<file path="src/rtl/fpm_pkg.sv">
package fpm_pkg;
  localparam int EXP_W   = 8;
  localparam int FRAC_W  = 23;
  localparam int WORD_W  = 1 + EXP_W + FRAC_W;
  localparam int SIG_W   = FRAC_W + 1;
  localparam int PROD_W  = 2 * SIG_W;
  localparam int ESUM_W  = EXP_W + 2;
  localparam int BIAS    = (1 << (EXP_W - 1)) - 1;
  localparam int EMAX    = (1 << EXP_W) - 1;
  localparam int RM_CNT  = 4;
  localparam int LATENCY = 4;

  typedef enum logic [1:0] {
    RM_NEAR_EVEN = 2'd0,
    RM_TO_ZERO   = 2'd1,
    RM_UP        = 2'd2,
    RM_DOWN      = 2'd3
  } rmode_e;

  typedef enum logic [1:0] {
    SP_NONE = 2'd0,
    SP_ZERO = 2'd1,
    SP_INF  = 2'd2,
    SP_NAN  = 2'd3
  } special_e;

  typedef struct packed {
    logic                     sign;
    logic signed [ESUM_W-1:0] esum;
    rmode_e                   rmode;
    special_e                 kind;
    logic [WORD_W-1:0]        nan_word;
    logic                     snan;
    logic                     early_ovf;
    logic                     early_unf;
  } ctl_t;

  typedef struct packed {
    logic snan;
    logic qnan;
    logic inf;
    logic inexact;
  } flags_t;

  // increment decision for one rounding direction
  function automatic logic round_inc(input rmode_e m, input logic sign,
                                     input logic lsb, input logic guard,
                                     input logic sticky);
    logic r;
    unique case (m)
      RM_NEAR_EVEN: r = guard & (sticky | lsb);
      RM_TO_ZERO:   r = 1'b0;
      RM_UP:        r = ~sign & (guard | sticky);
      default:      r = sign & (guard | sticky);
    endcase
    return r;
  endfunction

  // whether an out-of-range magnitude becomes infinity
  function automatic logic ovf_to_inf(input rmode_e m, input logic sign);
    logic r;
    unique case (m)
      RM_NEAR_EVEN: r = 1'b1;
      RM_TO_ZERO:   r = 1'b0;
      RM_UP:        r = ~sign;
      default:      r = sign;
    endcase
    return r;
  endfunction
endpackage

</file>
<file path="src/rtl/fpm_prenorm.sv">
module fpm_prenorm
  import fpm_pkg::*;
(
  input  logic [WORD_W-1:0] a_i,
  input  logic [WORD_W-1:0] b_i,
  input  rmode_e            rmode_i,
  output ctl_t              ctl_o,
  output logic [SIG_W-1:0]  siga_o,
  output logic [SIG_W-1:0]  sigb_o
);
  localparam logic [WORD_W-1:0] QNAN_DEF  = {1'b0, {EXP_W{1'b1}}, 1'b1, {(FRAC_W-1){1'b0}}};
  localparam logic [WORD_W-1:0] QUIET_BIT = WORD_W'(1) << (FRAC_W - 1);

  logic [WORD_W-1:0] op [2];
  logic [EXP_W-1:0]  ex [2];
  logic [FRAC_W-1:0] fr [2];
  logic [1:0] is_zero, is_inf, is_nan, is_snan;
  logic signed [ESUM_W-1:0] esum;

  assign op[0] = a_i;
  assign op[1] = b_i;

  for (genvar k = 0; k < 2; k++) begin : g_dec
    assign ex[k]      = op[k][WORD_W-2 -: EXP_W];
    assign fr[k]      = op[k][FRAC_W-1:0];
    assign is_zero[k] = (ex[k] == '0);
    assign is_inf[k]  = (&ex[k]) && (fr[k] == '0);
    assign is_nan[k]  = (&ex[k]) && (fr[k] != '0);
    assign is_snan[k] = is_nan[k] && !fr[k][FRAC_W-1];
  end

  assign esum = $signed({2'b00, ex[0]}) + $signed({2'b00, ex[1]}) - $signed(ESUM_W'(BIAS));

  always_comb begin
    ctl_o.sign      = op[0][WORD_W-1] ^ op[1][WORD_W-1];
    ctl_o.esum      = esum;
    ctl_o.rmode     = rmode_i;
    ctl_o.snan      = |is_snan;
    ctl_o.early_ovf = (esum >= $signed(ESUM_W'(EMAX)));
    ctl_o.early_unf = (esum < $signed(ESUM_W'(0)));
    if (is_nan[0])      ctl_o.nan_word = op[0] | QUIET_BIT;
    else if (is_nan[1]) ctl_o.nan_word = op[1] | QUIET_BIT;
    else                ctl_o.nan_word = QNAN_DEF;
    if (|is_nan)
      ctl_o.kind = SP_NAN;
    else if ((is_inf[0] && is_zero[1]) || (is_inf[1] && is_zero[0]))
      ctl_o.kind = SP_NAN;
    else if (|is_inf)
      ctl_o.kind = SP_INF;
    else if (|is_zero)
      ctl_o.kind = SP_ZERO;
    else
      ctl_o.kind = SP_NONE;
  end

  assign siga_o = {1'b1, fr[0]};
  assign sigb_o = {1'b1, fr[1]};
endmodule

</file>
<file path="src/rtl/fpm_sig_mul.sv">
module fpm_sig_mul #(
  parameter int A_W   = 24,
  parameter int B_W   = 24,
  parameter int SPLIT = 12
) (
  input  logic               clk,
  input  logic [A_W-1:0]     a_i,
  input  logic [B_W-1:0]     b_i,
  output logic [A_W+B_W-1:0] prod_o
);
  localparam int P_W  = A_W + B_W;
  localparam int LO_W = A_W + SPLIT;
  localparam int HI_W = A_W + B_W - SPLIT;

  logic [LO_W-1:0] pp_lo;
  logic [HI_W-1:0] pp_hi;

  // cycle one: two narrow partial products
  always_ff @(posedge clk) begin
    pp_lo <= LO_W'(a_i) * LO_W'(b_i[SPLIT-1:0]);
    pp_hi <= HI_W'(a_i) * HI_W'(b_i[B_W-1:SPLIT]);
  end

  // cycle two: aligned sum
  always_ff @(posedge clk) begin
    prod_o <= P_W'(pp_lo) + (P_W'(pp_hi) << SPLIT);
  end
endmodule

</file>
<file path="src/rtl/fpm_round.sv">
module fpm_round
  import fpm_pkg::*;
(
  input  logic [PROD_W-1:0] prod_i,
  input  ctl_t              ctl_i,
  output logic [WORD_W-1:0] result_o,
  output flags_t            flags_o
);
  logic                     hi, guard, sticky, inc;
  logic [SIG_W-1:0]         mant;
  logic [SIG_W:0]           mant_r;
  logic [RM_CNT-1:0]        inc_by_mode;
  logic [FRAC_W-1:0]        frac;
  logic signed [ESUM_W-1:0] efin;
  logic                     ovf, unf, away;

  assign hi     = prod_i[PROD_W-1];
  assign mant   = hi ? prod_i[PROD_W-1 -: SIG_W] : prod_i[PROD_W-2 -: SIG_W];
  assign guard  = hi ? prod_i[PROD_W-1-SIG_W] : prod_i[PROD_W-2-SIG_W];
  assign sticky = hi ? |prod_i[PROD_W-2-SIG_W:0] : |prod_i[PROD_W-3-SIG_W:0];

  // every direction evaluated side by side, then one picked
  for (genvar m = 0; m < RM_CNT; m++) begin : g_rnd
    assign inc_by_mode[m] = round_inc(rmode_e'(m), ctl_i.sign, mant[0], guard, sticky);
  end
  assign inc = inc_by_mode[ctl_i.rmode];

  assign mant_r = {1'b0, mant} + (SIG_W+1)'(inc);
  assign frac   = mant_r[SIG_W] ? mant_r[FRAC_W:1] : mant_r[FRAC_W-1:0];
  assign efin   = ctl_i.esum + $signed(ESUM_W'(hi)) + $signed(ESUM_W'(mant_r[SIG_W]));
  assign ovf    = ctl_i.early_ovf | (efin >= $signed(ESUM_W'(EMAX)));
  assign unf    = ctl_i.early_unf | (efin <= $signed(ESUM_W'(0)));
  assign away   = ovf_to_inf(ctl_i.rmode, ctl_i.sign);

  always_comb begin
    flags_o  = '0;
    result_o = '0;
    unique case (ctl_i.kind)
      SP_NAN: begin
        result_o     = ctl_i.nan_word;
        flags_o.qnan = 1'b1;
        flags_o.snan = ctl_i.snan;
      end
      SP_INF: begin
        result_o    = {ctl_i.sign, {EXP_W{1'b1}}, {FRAC_W{1'b0}}};
        flags_o.inf = 1'b1;
      end
      SP_ZERO: result_o = {ctl_i.sign, {(WORD_W-1){1'b0}}};
      default: begin
        if (ovf) begin
          flags_o.inexact = 1'b1;
          if (away) begin
            result_o    = {ctl_i.sign, {EXP_W{1'b1}}, {FRAC_W{1'b0}}};
            flags_o.inf = 1'b1;
          end else begin
            result_o = {ctl_i.sign, {(EXP_W-1){1'b1}}, 1'b0, {FRAC_W{1'b1}}};
          end
        end else if (unf) begin
          result_o        = {ctl_i.sign, {(WORD_W-1){1'b0}}};
          flags_o.inexact = 1'b1;
        end else begin
          result_o        = {ctl_i.sign, efin[EXP_W-1:0], frac};
          flags_o.inexact = guard | sticky;
        end
      end
    endcase
  end
endmodule

</file>
<file path="src/rtl/fpm_mul_top.sv">
module fpm_mul_top
  import fpm_pkg::*;
(
  input  logic              clk,
  input  logic              rst,
  input  logic              i_start,
  input  logic [WORD_W-1:0] i_a,
  input  logic [WORD_W-1:0] i_b,
  input  logic [1:0]        i_rmode,
  output logic              o_done,
  output logic [WORD_W-1:0] o_result,
  output logic              o_snan,
  output logic              o_qnan,
  output logic              o_inf,
  output logic              o_inexact
);
  ctl_t              ctl_d, ctl_s1, ctl_s2, ctl_s3;
  logic [SIG_W-1:0]  siga_d, sigb_d, siga_s1, sigb_s1;
  logic [PROD_W-1:0] prod_s3;
  logic              v1, v2, v3;
  logic [WORD_W-1:0] rnd_word;
  flags_t            rnd_flags;

  fpm_prenorm u_pre (
    .a_i     (i_a),
    .b_i     (i_b),
    .rmode_i (rmode_e'(i_rmode)),
    .ctl_o   (ctl_d),
    .siga_o  (siga_d),
    .sigb_o  (sigb_d)
  );

  // decode stage registers
  always_ff @(posedge clk) begin
    ctl_s1  <= ctl_d;
    siga_s1 <= siga_d;
    sigb_s1 <= sigb_d;
    ctl_s2  <= ctl_s1;
    ctl_s3  <= ctl_s2;
  end

  fpm_sig_mul #(
    .A_W   (SIG_W),
    .B_W   (SIG_W),
    .SPLIT (SIG_W / 2)
  ) u_mul (
    .clk    (clk),
    .a_i    (siga_s1),
    .b_i    (sigb_s1),
    .prod_o (prod_s3)
  );

  fpm_round u_rnd (
    .prod_i   (prod_s3),
    .ctl_i    (ctl_s3),
    .result_o (rnd_word),
    .flags_o  (rnd_flags)
  );

  always_ff @(posedge clk) begin
    if (rst) begin
      v1 <= 1'b0;
      v2 <= 1'b0;
      v3 <= 1'b0;
    end else begin
      v1 <= i_start;
      v2 <= v1;
      v3 <= v2;
    end
  end

  always_ff @(posedge clk) begin
    if (rst) begin
      o_done    <= 1'b0;
      o_result  <= '0;
      o_snan    <= 1'b0;
      o_qnan    <= 1'b0;
      o_inf     <= 1'b0;
      o_inexact <= 1'b0;
    end else begin
      o_done <= v3;
      if (v3) begin
        o_result  <= rnd_word;
        o_snan    <= rnd_flags.snan;
        o_qnan    <= rnd_flags.qnan;
        o_inf     <= rnd_flags.inf;
        o_inexact <= rnd_flags.inexact;
      end
    end
  end
endmodule

</file>
<file path="config.mk">
export PLATFORM = sky130hd
export DESIGN_NAME = fpm_mul_top
export DESIGN_NICKNAME = d
export VERILOG_FILES = /design/src/rtl/fpm_pkg.sv /design/src/rtl/fpm_prenorm.sv /design/src/rtl/fpm_sig_mul.sv /design/src/rtl/fpm_round.sv /design/src/rtl/fpm_mul_top.sv
export SDC_FILE = /design/constraint.sdc
export NUM_CORES = 2
export LEC_CHECK = 0
export BUFFER_PORTS_ARGS = -buffer_cell sky130_fd_sc_hd__buf_2
export CAP_MARGIN = 20
export CORE_ASPECT_RATIO = 1.75
export CORE_MARGIN = 3
export CORE_UTILIZATION = 45
export CTS_BUF_LIST = sky130_fd_sc_hd__clkbuf_8
export DETAILED_ROUTE_END_ITERATION = 7
export GPL_TIMING_DRIVEN = 0
export MAX_ROUTING_LAYER = met4
export PLACE_DENSITY = 0.63
export SLEW_MARGIN = 20
export SYNTH_ARGS = -nofsm -noshare
export SYNTH_HDL_FRONTEND = slang
export SYNTH_SLANG_ARGS = --single-unit
</file>
<file path="constraint.sdc">
create_clock -name clk -period 7.3 [get_ports clk]
set_input_delay 1.46 -clock clk [delete_from_list [all_inputs] [get_ports clk]]
set_output_delay 1.46 -clock clk [all_outputs]
set_load 0.01 [all_outputs]
</file>
==> flow_metrics.tcl <==
set metrics [dict create \
    cp-end-kind "flip-flop" \
    postPlaceCellArea_sq_um 30900 \
    fin_crit_ps 7170 \
    cts_made_buffers 51 \
    clk_latency_ps 690 \
    tightest_slew_ps 1000 \
    crit_required_ps 7920 \
    syn_to_final_growth_pct 9.46 \
    grt_max_degree 17 \
    die_h_um 344 \
    cts.sinks 350 \
    wl_met1_um 29000 \
    wl_per_cell_um 20.8 \
    skew_ps 77.0 \
    synth_edf_count 0 \
    holdWs_ps 285 \
    route.met3.wl_um 4050 \
    power_density_nw_per_um2 498 \
    clockRootBuffer "clkbuf_8" \
    grt_pass1_vias 23100 \
    syn-cell-area_sq_um 29400 \
    dieArea_sq_um 68500 \
    dr_wl_met2_um 45300 \
    first_pass_iters 6 \
    ys_seq_area_share_pct 23.9 \
    leakage_nw 15.2 \
    vias 22100 \
    routabilityCongestion 0.970 \
    synthCells 3103 \
    fillers 6110 \
    final_max_slew_viol_count 0 \
    multi_input_area_sq_um 20000 \
    drc 0 \
    maxCapViolations 0 \
    path_clk_slew_ps 70 \
    routed.top_layer "met4" \
    cp.arrival_ps 7800 \
    relSlewSlack_pct 32.6 \
    drive_above_1_share_pct 7.07 \
    overflow 0 \
    antenna_found_initial 8 \
    dpl.hpwl_um 72500 \
    grt_use_total_pct 26.2 \
    cts_setup_buffers 0 \
    synth_flop_cell "dfxtp_1" \
    portBuffers 105 \
    seq_area_sq_um 7010 \
    start_kind "flip-flop" \
    die_w_um 199 \
    drtIter0Drc 1048 \
    routed_via_density 5.37 \
    max-vdd-ir-drop_uv 423 \
    cp_max_fo 10 \
    cts_tree "done" \
    cts_buffer_depth 3 \
    core_sq_um 64500 \
    synth-seq-cells 350 \
    grt_pass1_wl_um 130000 \
    min_period_over_period_pct 98.3 \
    fp-row-count 123 \
    hold_path.class "reg2reg" \
    routed_wirelength_um 85600 \
    postLayoutCellArea_sq_um 32100 \
    crit_type "reg2reg" \
    initial_core_util_pct 45.5 \
    htreeDepth 2 \
    synth_cell_types 76 \
    final-hold-violation-count 0 \
    setup_viol 0 \
    async_flop_share_pct 0 \
    rsz0062_at_grt "false" \
    report.power.total_w 0.0160 \
    drtAntennaViolNets 0 \
    fin_nets 3963 \
    ctsHoldBuffers 0 \
    pin_count 106 \
    ys.warnings.count 0 \
    outcome "finished, final reports clean" \
    avgSynthCellArea_sq_um 9.46 \
    fmax_mhz 139 \
]
cells in the final DEF (no fill, tap or decap), types with 34 or more instances in the layout:
master,Yosys,routed
inv_1,489,497
and2_1,211,211
a21oi_1,98,98
xor2_1,51,51
buf_2,1,106
nor3_1,34,34
nand3_1,49,49
nand2b_1,37,37
a21o_1,45,45
ha_1,184,184
fa_1,443,443
o21ai_0,55,55
nor2_1,76,76
nand2_1,408,408
clkbuf_1,128,112
clkbuf_8,0,66
dfxtp_1,350,350
xnor2_1,82,82
worst max-delay path, cell delays in order, from the launching register on:
cell,delay (ps)
dfxtp_1,730
clkbuf_1,770
nand2_1,180
fa_1,540
inv_1,50
fa_1,500
inv_1,50
fa_1,530
inv_1,50
fa_1,490
fa_1,410
ha_1,340
a211oi_1,250
o211ai_1,190
and4_1,270
o21ai_0,530
o2111ai_1,290
a41o_1,390
a2111o_1,440
nand3_1,80
metal layers:
layer	up-vias	global-route usage, %
met5	-	-
met4	0	18.2
met3	325	2.96
met2	736	47.5
li1	10200	-
met1	10900	25.7
repair_timing:
action / CTS / global route
pin swaps: 0 / 0
gates resized for setup: 8 / 19
gates cloned: 0 / 0
endpoints found under the setup margin: 2 / 11
cell usage after synthesis (30+ instances only):
library cell | count | area, sq um
nor2_1 | 76 | 285
nand3_1 | 49 | 245
nor3_1 | 34 | 170
o21ai_0 | 55 | 275
and3_1 | 30 | 188
a21oi_1 | 98 | 490
dfxtp_1 | 350 | 7010
nand2_1 | 408 | 1530
xnor2_1 | 82 | 718
inv_1 | 489 | 1840
clkbuf_1 | 128 | 480
xor2_1 | 51 | 447
fa_1 | 443 | 8870
nand2b_1 | 37 | 231
ha_1 | 184 | 2300
a21o_1 | 45 | 338
and2_1 | 211 | 1320
flip-flops by register name (all words and copies together), names as in the netlist, 23 cells and up:
| name | flops |
|---|---|
| ctl_s1 | 48 |
| ctl_s2 | 48 |
| ctl_s3 | 48 |
| o_result | 32 |
| siga_s1 | 23 |
| sigb_s1 | 23 |
| u_mul.pp_hi | 36 |
| u_mul.pp_lo | 36 |
| u_mul.prod_o | 48 |
per-stage QoR:
stage | std cells | setup TNS [ps] | setup slack, ps | utilization (%)
2_1_floorplan | 3110 | 0 | 1710 | -
6_report | 4122 | 0 | 127 | 49.8
5_1_grt | 4121 | 0 | 3.42 | 49.8
3_3_place_gp | 4027 | -622 | -480 | 48.0
3_5_place_dp | 4027 | -521 | -413 | 48.0
4_1_cts | 4121 | 0 | 11.2 | 49.8
path summary, 6_finish.rpt:
| kind | from | endpoint | slack, ps | cells past startpoint |
|---|---|---|---|---|
| max | sigb_s1[17]$_DFF_P_ | u_mul.pp_hi[35]$_DFF_P_ | 130 | 19 |
| min | ctl_s1[11]$_DFF_P_ | ctl_s2[11]$_DFF_P_ | 290 | 0 |
| max reg2reg | sigb_s1[17]$_DFF_P_ | u_mul.pp_hi[35]$_DFF_P_ | 130 | 19 |
| min reg2reg | ctl_s1[11]$_DFF_P_ | ctl_s2[11]$_DFF_P_ | 290 | 0 |
cell families after synthesis:
group / Yosys count / synth area share, %
simple gates: 942 / 15.9
flops: 350 / 23.9
other cells: 1 / 0.0128
buf+inv: 625 / 8.08
fa+ha+maj: 627 / 38.0
compound gates: 400 / 9.29
xor+xnor: 133 / 3.97
mux: 25 / 0.878
power by group:
group          internal (W)  total, W  switching (W)  leakage [nW]
clock              0.000940   0.00175       0.000809         0.628
sequential          0.00250   0.00279       0.000292          2.91
combinational       0.00460    0.0115        0.00685          11.7
area by class of cell:
type | count | share of cell area (%)
tap | 812 | 3.16
multi-input combinational | 2135 | 62.3
antenna | 2 | 0.0156
buffer | 134 | 1.70
sequential | 350 | 21.8
timing repair buffer | 105 | 1.64
clock inverter | 28 | 0.814
clock buffer | 66 | 2.83
inverter | 490 | 5.72
Power figures use the tool's default switching activity.
